===== src/rtl/log_record_arbiter.sv =====
module log_record_arbiter #(
  parameter int NCH       = 4,
  parameter int DW        = 16,
  parameter int TS_WORDS  = 4,
  parameter int REC_WORDS = 32,
  parameter int CNT_W     = 16,
  localparam int CH_W     = $clog2(NCH),
  localparam int TSW_W    = $clog2(TS_WORDS),
  localparam int WC_W     = $clog2(REC_WORDS)
) (
  input  logic              clk,
  input  logic              rst,
  input  logic [NCH-1:0]    ts_req_in,
  input  logic [NCH-1:0]    ts_grant,
  input  logic [NCH-1:0]    src_ready,
  input  logic [NCH*DW-1:0] src_data,
  input  logic [DW-1:0]     ts_data,
  output logic [NCH-1:0]    ts_req_hold,
  output logic [NCH-1:0]    src_next,
  output logic [CH_W-1:0]   chan_sel,
  output logic [TSW_W-1:0]  ts_word_sel,
  output logic              ts_pick,
  output logic              word_valid,
  output logic [DW-1:0]     rec_data,
  output logic              rec_valid,
  output logic [CNT_W-1:0]  sample_count
);

  logic [NCH-1:0]  req_d, req_q, got_q, elig, claim;
  logic            busy;
  logic [WC_W-1:0] wcnt;
  logic [CH_W-1:0] chan_q, pick;
  logic            any;
  logic [DW-1:0]   s1_src, s1_ts;
  logic            s1_rdy, s1_pick, s1_valid;

  assign elig = got_q & src_ready;
  assign any  = |elig;

  always_comb begin
    pick = '0;
    for (int i = NCH - 1; i >= 0; i--)
      if (elig[i]) pick = CH_W'(i);
  end

  assign claim       = (!busy && any) ? (NCH'(1) << pick) : '0;
  assign ts_req_hold = req_q;
  assign chan_sel    = chan_q;
  assign word_valid  = busy;
  assign ts_pick     = busy && (wcnt < WC_W'(TS_WORDS));
  assign ts_word_sel = wcnt[TSW_W-1:0];
  assign src_next    = (busy && !ts_pick) ? (NCH'(1) << chan_q) : '0;

  always_ff @(posedge clk) begin
    if (rst) begin
      req_d        <= '0;
      req_q        <= '0;
      got_q        <= '0;
      busy         <= 1'b0;
      wcnt         <= '0;
      chan_q       <= '0;
      sample_count <= '0;
    end else begin
      req_d <= ts_req_in;
      req_q <= (req_q & ~ts_grant) | (ts_req_in & ~req_d);
      got_q <= (got_q | (req_q & ts_grant)) & ~claim;
      if (!busy) begin
        if (any) begin
          busy   <= 1'b1;
          chan_q <= pick;
          wcnt   <= '0;
        end
      end else begin
        wcnt <= wcnt + 1'b1;
        if (wcnt == WC_W'(REC_WORDS - 1)) begin
          busy         <= 1'b0;
          sample_count <= sample_count + 1'b1;
        end
      end
    end
  end

  always_ff @(posedge clk) begin
    if (rst) begin
      s1_src    <= '0;
      s1_ts     <= '0;
      s1_rdy    <= 1'b0;
      s1_pick   <= 1'b0;
      s1_valid  <= 1'b0;
      rec_data  <= '0;
      rec_valid <= 1'b0;
    end else begin
      s1_src    <= src_data[chan_q*DW +: DW];
      s1_rdy    <= src_ready[chan_q];
      s1_ts     <= ts_data;
      s1_pick   <= ts_pick;
      s1_valid  <= busy;
      rec_data  <= s1_pick ? s1_ts : (s1_rdy ? s1_src : '0);
      rec_valid <= s1_valid;
    end
  end

endmodule


===== config.mk =====
export PLATFORM = sky130hd
export DESIGN_NAME = log_record_arbiter
export DESIGN_NICKNAME = d
export VERILOG_FILES = /design/src/rtl/log_record_arbiter.sv
export SDC_FILE = /design/constraint.sdc
export NUM_CORES = 1
export LEC_CHECK = 0
export BUFFER_PORTS_ARGS = -buffer_cell sky130_fd_sc_hd__buf_2
export CAP_MARGIN = 5
export CORE_AREA = 2 2 86 88
export CTS_CLUSTER_SIZE = 14
export DETAILED_ROUTE_END_ITERATION = 16
export DIE_AREA = 0 0 88 90
export GPL_ROUTABILITY_DRIVEN = 0
export GPL_TIMING_DRIVEN = 1
export HOLD_SLACK_MARGIN = 0.06
export PLACE_DENSITY = 0.83
export SKIP_CTS_REPAIR_TIMING = 1
export SYNTH_ARGS = -nofsm -noshare
export SYNTH_HDL_FRONTEND = slang
export SYNTH_SLANG_ARGS = --single-unit

===== constraint.sdc =====
create_clock -name clk -period 3.17 [get_ports clk]
set_input_delay 0.1585 -clock clk [delete_from_list [all_inputs] [get_ports clk]]
set_output_delay 0.1585 -clock clk [all_outputs]
set_load 0.02 [all_outputs]

==> results.md, run 1 <==
- Max_cap viols: 0
- Clk buf depth: 2
- Gr ovfl total: 0
- Hold Path Class: in -> reg
- Final worst slack: 0.940 ns
- Mapped Area: 3500 sq um
- WL final: 8200 um
- Initial antenna violation count: 0
- Hold Path Origin: ts_data[15]
- Layout cell share with drive strength beyond 1: 0.386
- Kind of cell adding the most delay to the critical path: simple AND/OR/NAND/NOR gates
- Clock skew: 0.00925 ns
- Hold Path End: s1_ts[15]
- Top cell type's share of synthesized area: 0.503
- CP endpoint kind: flip-flop
- Routed WL per cell: 14.1 um
- Slew margin rel.: 0.382
- DR iter-0 viols: 96
- Total track usage: 0.204
- IO buf count: 140
- Commonest non-fill, non-tap cell in the layout: buf_2
- Flop-to-flop setup slack: 0.94 ns
- Critical path launch point type: flip-flop
- Crit-path max cell delay: ~0.4 ns
- Syn Nets: 427
- CP Max Fanout: 6
- First-pass GRT wire length: 12700 um
- Most frequent CP cell: ha_1
- Ys flop type: dfxtp_1
- Synthesized area per cell: 10.6 sq um
- Synth unique cells: a little over 40
- RSZ-0062 raised after global routing: no
- CP Class: reg -> reg
- Final Non-Filler Cells: 583
- Crit path required time: 3.42 ns
- Maximum VDD drop: 0.289 mV
- Crit path time final: 2.23 ns
- Asr flop ratio synth: 0
- Post-Syn Instances: 330
- R2r startpoint: wcnt[0]
- R2r worst-path depth: 7
- Num CTS Buffers: 9
- Synthesized flop and latch total: 88
- PwrDens: between 400 and 500 nW/um^2
- WP buf/inv: 0
- Crit-path slowest cell: dfxtp_1
- Final period util: 0.704
- Pre-antenna DRT Iters: 4
- Worst-path clk slew: ~0.090 ns
- Slew of the pin with the lowest slew margin: ~0.93 ns
- H-tree Lvls: 3
- Post-synth EDFFs: 0
- DR vias: about 2900
- Root Driver: clkbuf_8
- CP Cell Sequence: ha_1 > and3_1 > ha_1 > nand3_4 > nor4_4 > nor3b_2 > mux2_2
- Setup slack at placement: 0.949 ns
- Final hold vios: 0
- DRC: 0
- TNS Setup: 0 ns
- Commonest cells after routing, fill and taps aside: buf_2 (140), dfxtp_1 (88), nor2b_1 (42)
- Status: complete, no violations
- Starting density of the core: 0.499
- # IOs: 141
- Final setup viols: 0
- # nets final: 576
- Full die area: 7920 sq um
- Final Max Tran Viols: 0
- Synth warn: 0
- Area Growth Syn to Fin: 32.3%
- Dominant cell type by area after synthesis: dfxtp_1
- DP Wirelength: approximately 5900 um
- Diodes inserted: 0
- Worst hold path depth: 2
- Die X: 88 um
- Number of routed nets with antenna violations: 0
- Clk sinks: 88
- Core Rows: 31
- Largest net degree at the start of global routing: 55
- R2R Path End: sample_count[15]
- Vias in the first global route: 2699
- Pleak: 2.04 nW
- Vias per Instance: 4.97
- Synth area leaders: dfxtp_1 (50%), mux4_2 (11%), nor2b_1 (7.5%)
- Seq/Total Area, Yosys: 0.503
- CTS tree: built
- Die H: 90 um
- CORE AREA: 7020 sq um
- Worst EP arrival: 2.48 ns
- Clock latency on the worst-skew pair: 0.36 ns
- Placed cell count: 552
- Peak Freq: 448 MHz
## per-layer routing
metal	vias to the layer above	part of all wire	global-route usage
met1	1337	0.44	0.270
met3	12	0.052	0.0422
li1	1445	-	-
met2	102	0.49	0.324
met4	0	0.019	0.0782
met5	-	0	0
## cells by family after synthesis
group                      after synthesis  synth area share
buffers and inverters                   25            0.0311
and+or+nand+nor                        142             0.229
muxes                                   21             0.122
xor gates and xnor gates                11            0.0275
adders and majority gates                3            0.0107
DFF                                     88             0.503
AOI/OAI and AO/OA                       40            0.0765
## how the worst max path moves through the flow
| stage | start | end | slack (ns) | depth (start not counted) |
|---|---|---|---|---|
| after floorplan | wcnt[0] | sample_count[15] | 1.10 | 7 |
| after global placement | wcnt[0] | sample_count[15] | 1.01 | 7 |
| after detailed placement | wcnt[0] | sample_count[15] | 0.95 | 7 |
| after CTS | wcnt[0] | sample_count[15] | 0.94 | 7 |
| after global routing | wcnt[0] | sample_count[15] | 0.83 | 7 |
| final | wcnt[0] | sample_count[15] | 0.94 | 7 |
## per-stage QoR
stage / area (sq um) / util / power [W] / hold slack [ns]
3_5_place_dp: 4260 / 0.607 / 0.00144 / 0.374
3_3_place_gp: 4260 / 0.607 / 0.00144 / 0.373
6_report: 4630 / 0.660 / 0.00227 / 0.0300
4_1_cts: 4480 / 0.638 / 0.00228 / -0.00161
5_1_grt: 4630 / 0.660 / 0.00237 / 0.0614
2_1_floorplan: 3500 / - / 0.00134 / 0.287
## worst reg2reg max path: stages (launching register included)
cell and delay (ns):
dfxtp_1 0.40, ha_1 0.20, and3_1 0.16, ha_1 0.28, nand3_4 0.14, nor4_4 0.38, nor3b_2 0.24, mux2_2 0.34
## registers in the layout (all words and copies together), names as in the netlist
| register | cells |
|---|---|
| s1_pick | 1 |
| rec_data | 16 |
| sample_count | 16 |
| s1_src | 16 |
| word_valid | 1 |
| wcnt | 5 |
| got_q | 4 |
| chan_sel | 2 |
| s1_valid | 1 |
| rec_valid | 1 |
| ts_req_hold | 4 |
| s1_rdy | 1 |
| req_d | 4 |
| s1_ts | 16 |
## area by class of cell
type	instances	area [sq um]
fill	558	2390
multi-input combinational	217	1630
clock buffer	9	124
timing repair buffer	159	881
clock inverter	7	95.1
inverter	4	15.0
sequential	88	1760
tap	99	124
## where the power goes
group	leakage [nW]	switching [W]	internal, W
Clock	0.110	0.000395	0.000445
Combinational	1.21	0.000117	0.000132
Sequential	0.722	0.0000319	0.00115
## cell usage after synthesis (5+ instances only)
cell type / count
a21oi_1: 15
a22oi_1: 17
buf_1: 5
clkbuf_1: 10
dfxtp_1: 88
mux4_2: 17
nand2_1: 13
nand2b_1: 10
nand3_1: 7
nor2_1: 39
nor2b_1: 42
nor3_1: 9
xnor2_1: 7
Power figures use the tool's default switching activity.
==> inputs of run 2 (changes only) <==
--- a/config.mk
+++ b/config.mk
@@ -7,14 +7,14 @@
 export LEC_CHECK = 0
 export BUFFER_PORTS_ARGS = -buffer_cell sky130_fd_sc_hd__buf_2
 export CAP_MARGIN = 5
-export CORE_AREA = 2 2 86 88
+export CORE_AREA = 2 2 89 91
 export CTS_CLUSTER_SIZE = 14
 export DETAILED_ROUTE_END_ITERATION = 16
-export DIE_AREA = 0 0 88 90
+export DIE_AREA = 0 0 91 93
 export GPL_ROUTABILITY_DRIVEN = 0
 export GPL_TIMING_DRIVEN = 1
 export HOLD_SLACK_MARGIN = 0.06
-export PLACE_DENSITY = 0.83
+export PLACE_DENSITY = 0.78
 export SKIP_CTS_REPAIR_TIMING = 1
 export SYNTH_ARGS = -nofsm -noshare
 export SYNTH_HDL_FRONTEND = slang
==> constraint.sdc (replaced) <==
create_clock -name clk -period 2.2 [get_ports clk]
set_input_delay 0.11 -clock clk [delete_from_list [all_inputs] [get_ports clk]]
set_output_delay 0.11 -clock clk [all_outputs]
set_load 0.02 [all_outputs]
==> results.md, run 2 (synthesized netlist as in run 1, its figures left out) <==
- Gr ovfl total: 0
- Final period util: 0.929
- Placed Area: ~4300 sq um
- Clk buf depth: 2
- CTS tree: built
- Diodes inserted: 0
- DP Wirelength: 6340 um
- Total track usage: 0.197
- CP endpoint kind: flip-flop
- Commonest non-fill, non-tap cell in the layout: buf_2
- DR iter-0 viols: 76
- Vias in the first global route: 2756
- Post-route cell area: 4750 sq um
- Worst-path clk slew: 0.08 ns
- Core Rows: 32
- Crit path required time: 2.44 ns
- # IOs: 141
- Area Growth Syn to Fin: 35.8%
- DR vias: 2984
- R2R Path End: sample_count[15]
- Maximum VDD drop: 0.448 mV
- Critical path launch point type: flip-flop
- First-pass GRT wire length: 13300 um
- Layout Utilization: 0.632
- Commonest cells after routing, fill and taps aside: buf_2 (140), dfxtp_1 (88), nor2b_1 (42)
- Hold Path End: ts_req_hold[3]
- CORE AREA: 7530 sq um
- Hold Path Origin: ts_grant[3]
- Pleak: 2.09 nW
- Final setup viols: 0
- Initial antenna violation count: 0
- Root Driver: clkbuf_8
- Routed WL per cell: 14.7 um
- Die H: 93 um
- WL final: 8800 um
- Num CTS Buffers: 9
- Peak Freq: 489 MHz
- Final Non-Filler Cells: 597
- CP Max Fanout: 6
- R2r worst-path depth: 7
- Placed cell count: 560
- Pre-antenna DRT Iters: 4
- Full die area: approximately 8500 sq um
- Final hold vios: 0
- Flop-to-flop setup slack: 0.16 ns
- Status: complete, no violations
- Max_cap viols: 0
- Number of routed nets with antenna violations: 0
- Largest net degree at the start of global routing: 36
- Vias per Instance: 5.00
- PwrDens: 696 nW/um^2
- Slew margin rel.: 0.552
- DRC: 0
- # nets final: 588
- R2r startpoint: wcnt[1]
- Starting density of the core: 0.465
- Fin Hold WS: 0.0444 ns
- Worst hold path depth: 3
- Clk sinks: 88
- TNS Setup: 0 ns
- Clock skew: roughly 0.013 ns
- CP Class: reg -> reg
- Hold Path Class: in -> reg
- Worst EP arrival: 2.28 ns
- IO buf count: 140
- Die X: 91 um
- Final Max Tran Viols: 0
- Layout cell share with drive strength beyond 1: 0.388
- Crit path time final: 2.04 ns
- H-tree Lvls: 3
- Slew of the pin with the lowest slew margin: between 0.6 and 0.7 ns
- Clock latency on the worst-skew pair: between 0.3 and 0.4 ns
- RSZ-0062 raised after global routing: no
run 2: final cells by class:
| type | instances | area, sq um |
|---|---|---|
| clock buffer | 9 | 124 |
| clock inverter | 6 | 92.6 |
| fill | 634 | 2770 |
| inverter | 4 | 15.0 |
| multi-input combinational | 217 | 1630 |
| sequential | 88 | 1760 |
| tap | 102 | 128 |
| timing repair buffer | 171 | 1000 |
run 2: worst max-delay path, cell delays in order (launching register included):
cell	delay [ns]
dfxtp_1	0.38
ha_1	0.19
and3_1	0.17
ha_2	0.25
nand3_4	0.12
nor4_4	0.29
nor3b_2	0.20
mux2_2	0.34
run 2: where the power goes:
group,internal (W),switching (W)
registers,0.00166,0.0000351
clock network,0.000641,0.000578
logic,0.000208,0.000185
run 2: worst max path at each step:
stage                     depth (start not counted)     from  slack [ns]               end
after floorplan                                   7  wcnt[0]        0.13  sample_count[15]
after global placement                            7  wcnt[1]        0.17  sample_count[15]
after detailed placement                          7  wcnt[1]        0.11  sample_count[15]
after CTS                                         7  wcnt[1]        0.08  sample_count[15]
after global routing                              7  wcnt[1]        0.04  sample_count[15]
final                                             7  wcnt[1]        0.16  sample_count[15]
run 2: per-stage QoR:
step                      total power, W  setup slack (ns)
after floorplan                  0.00193             0.128
after global placement           0.00209             0.172
after detailed placement         0.00209             0.115
after CTS                        0.00329            0.0842
after global routing             0.00343            0.0353
final                            0.00331             0.156
run 2: per-layer routing:
| layer | global-route usage | wire (um) | vias up |
|---|---|---|---|
| li1 | - | - | 1465 |
| met1 | 0.257 | 3820 | 1395 |
| met2 | 0.325 | 4340 | 108 |
| met3 | 0.0500 | 486 | 16 |
| met4 | 0.0606 | 157 | 0 |
| met5 | 0 | 0 | - |
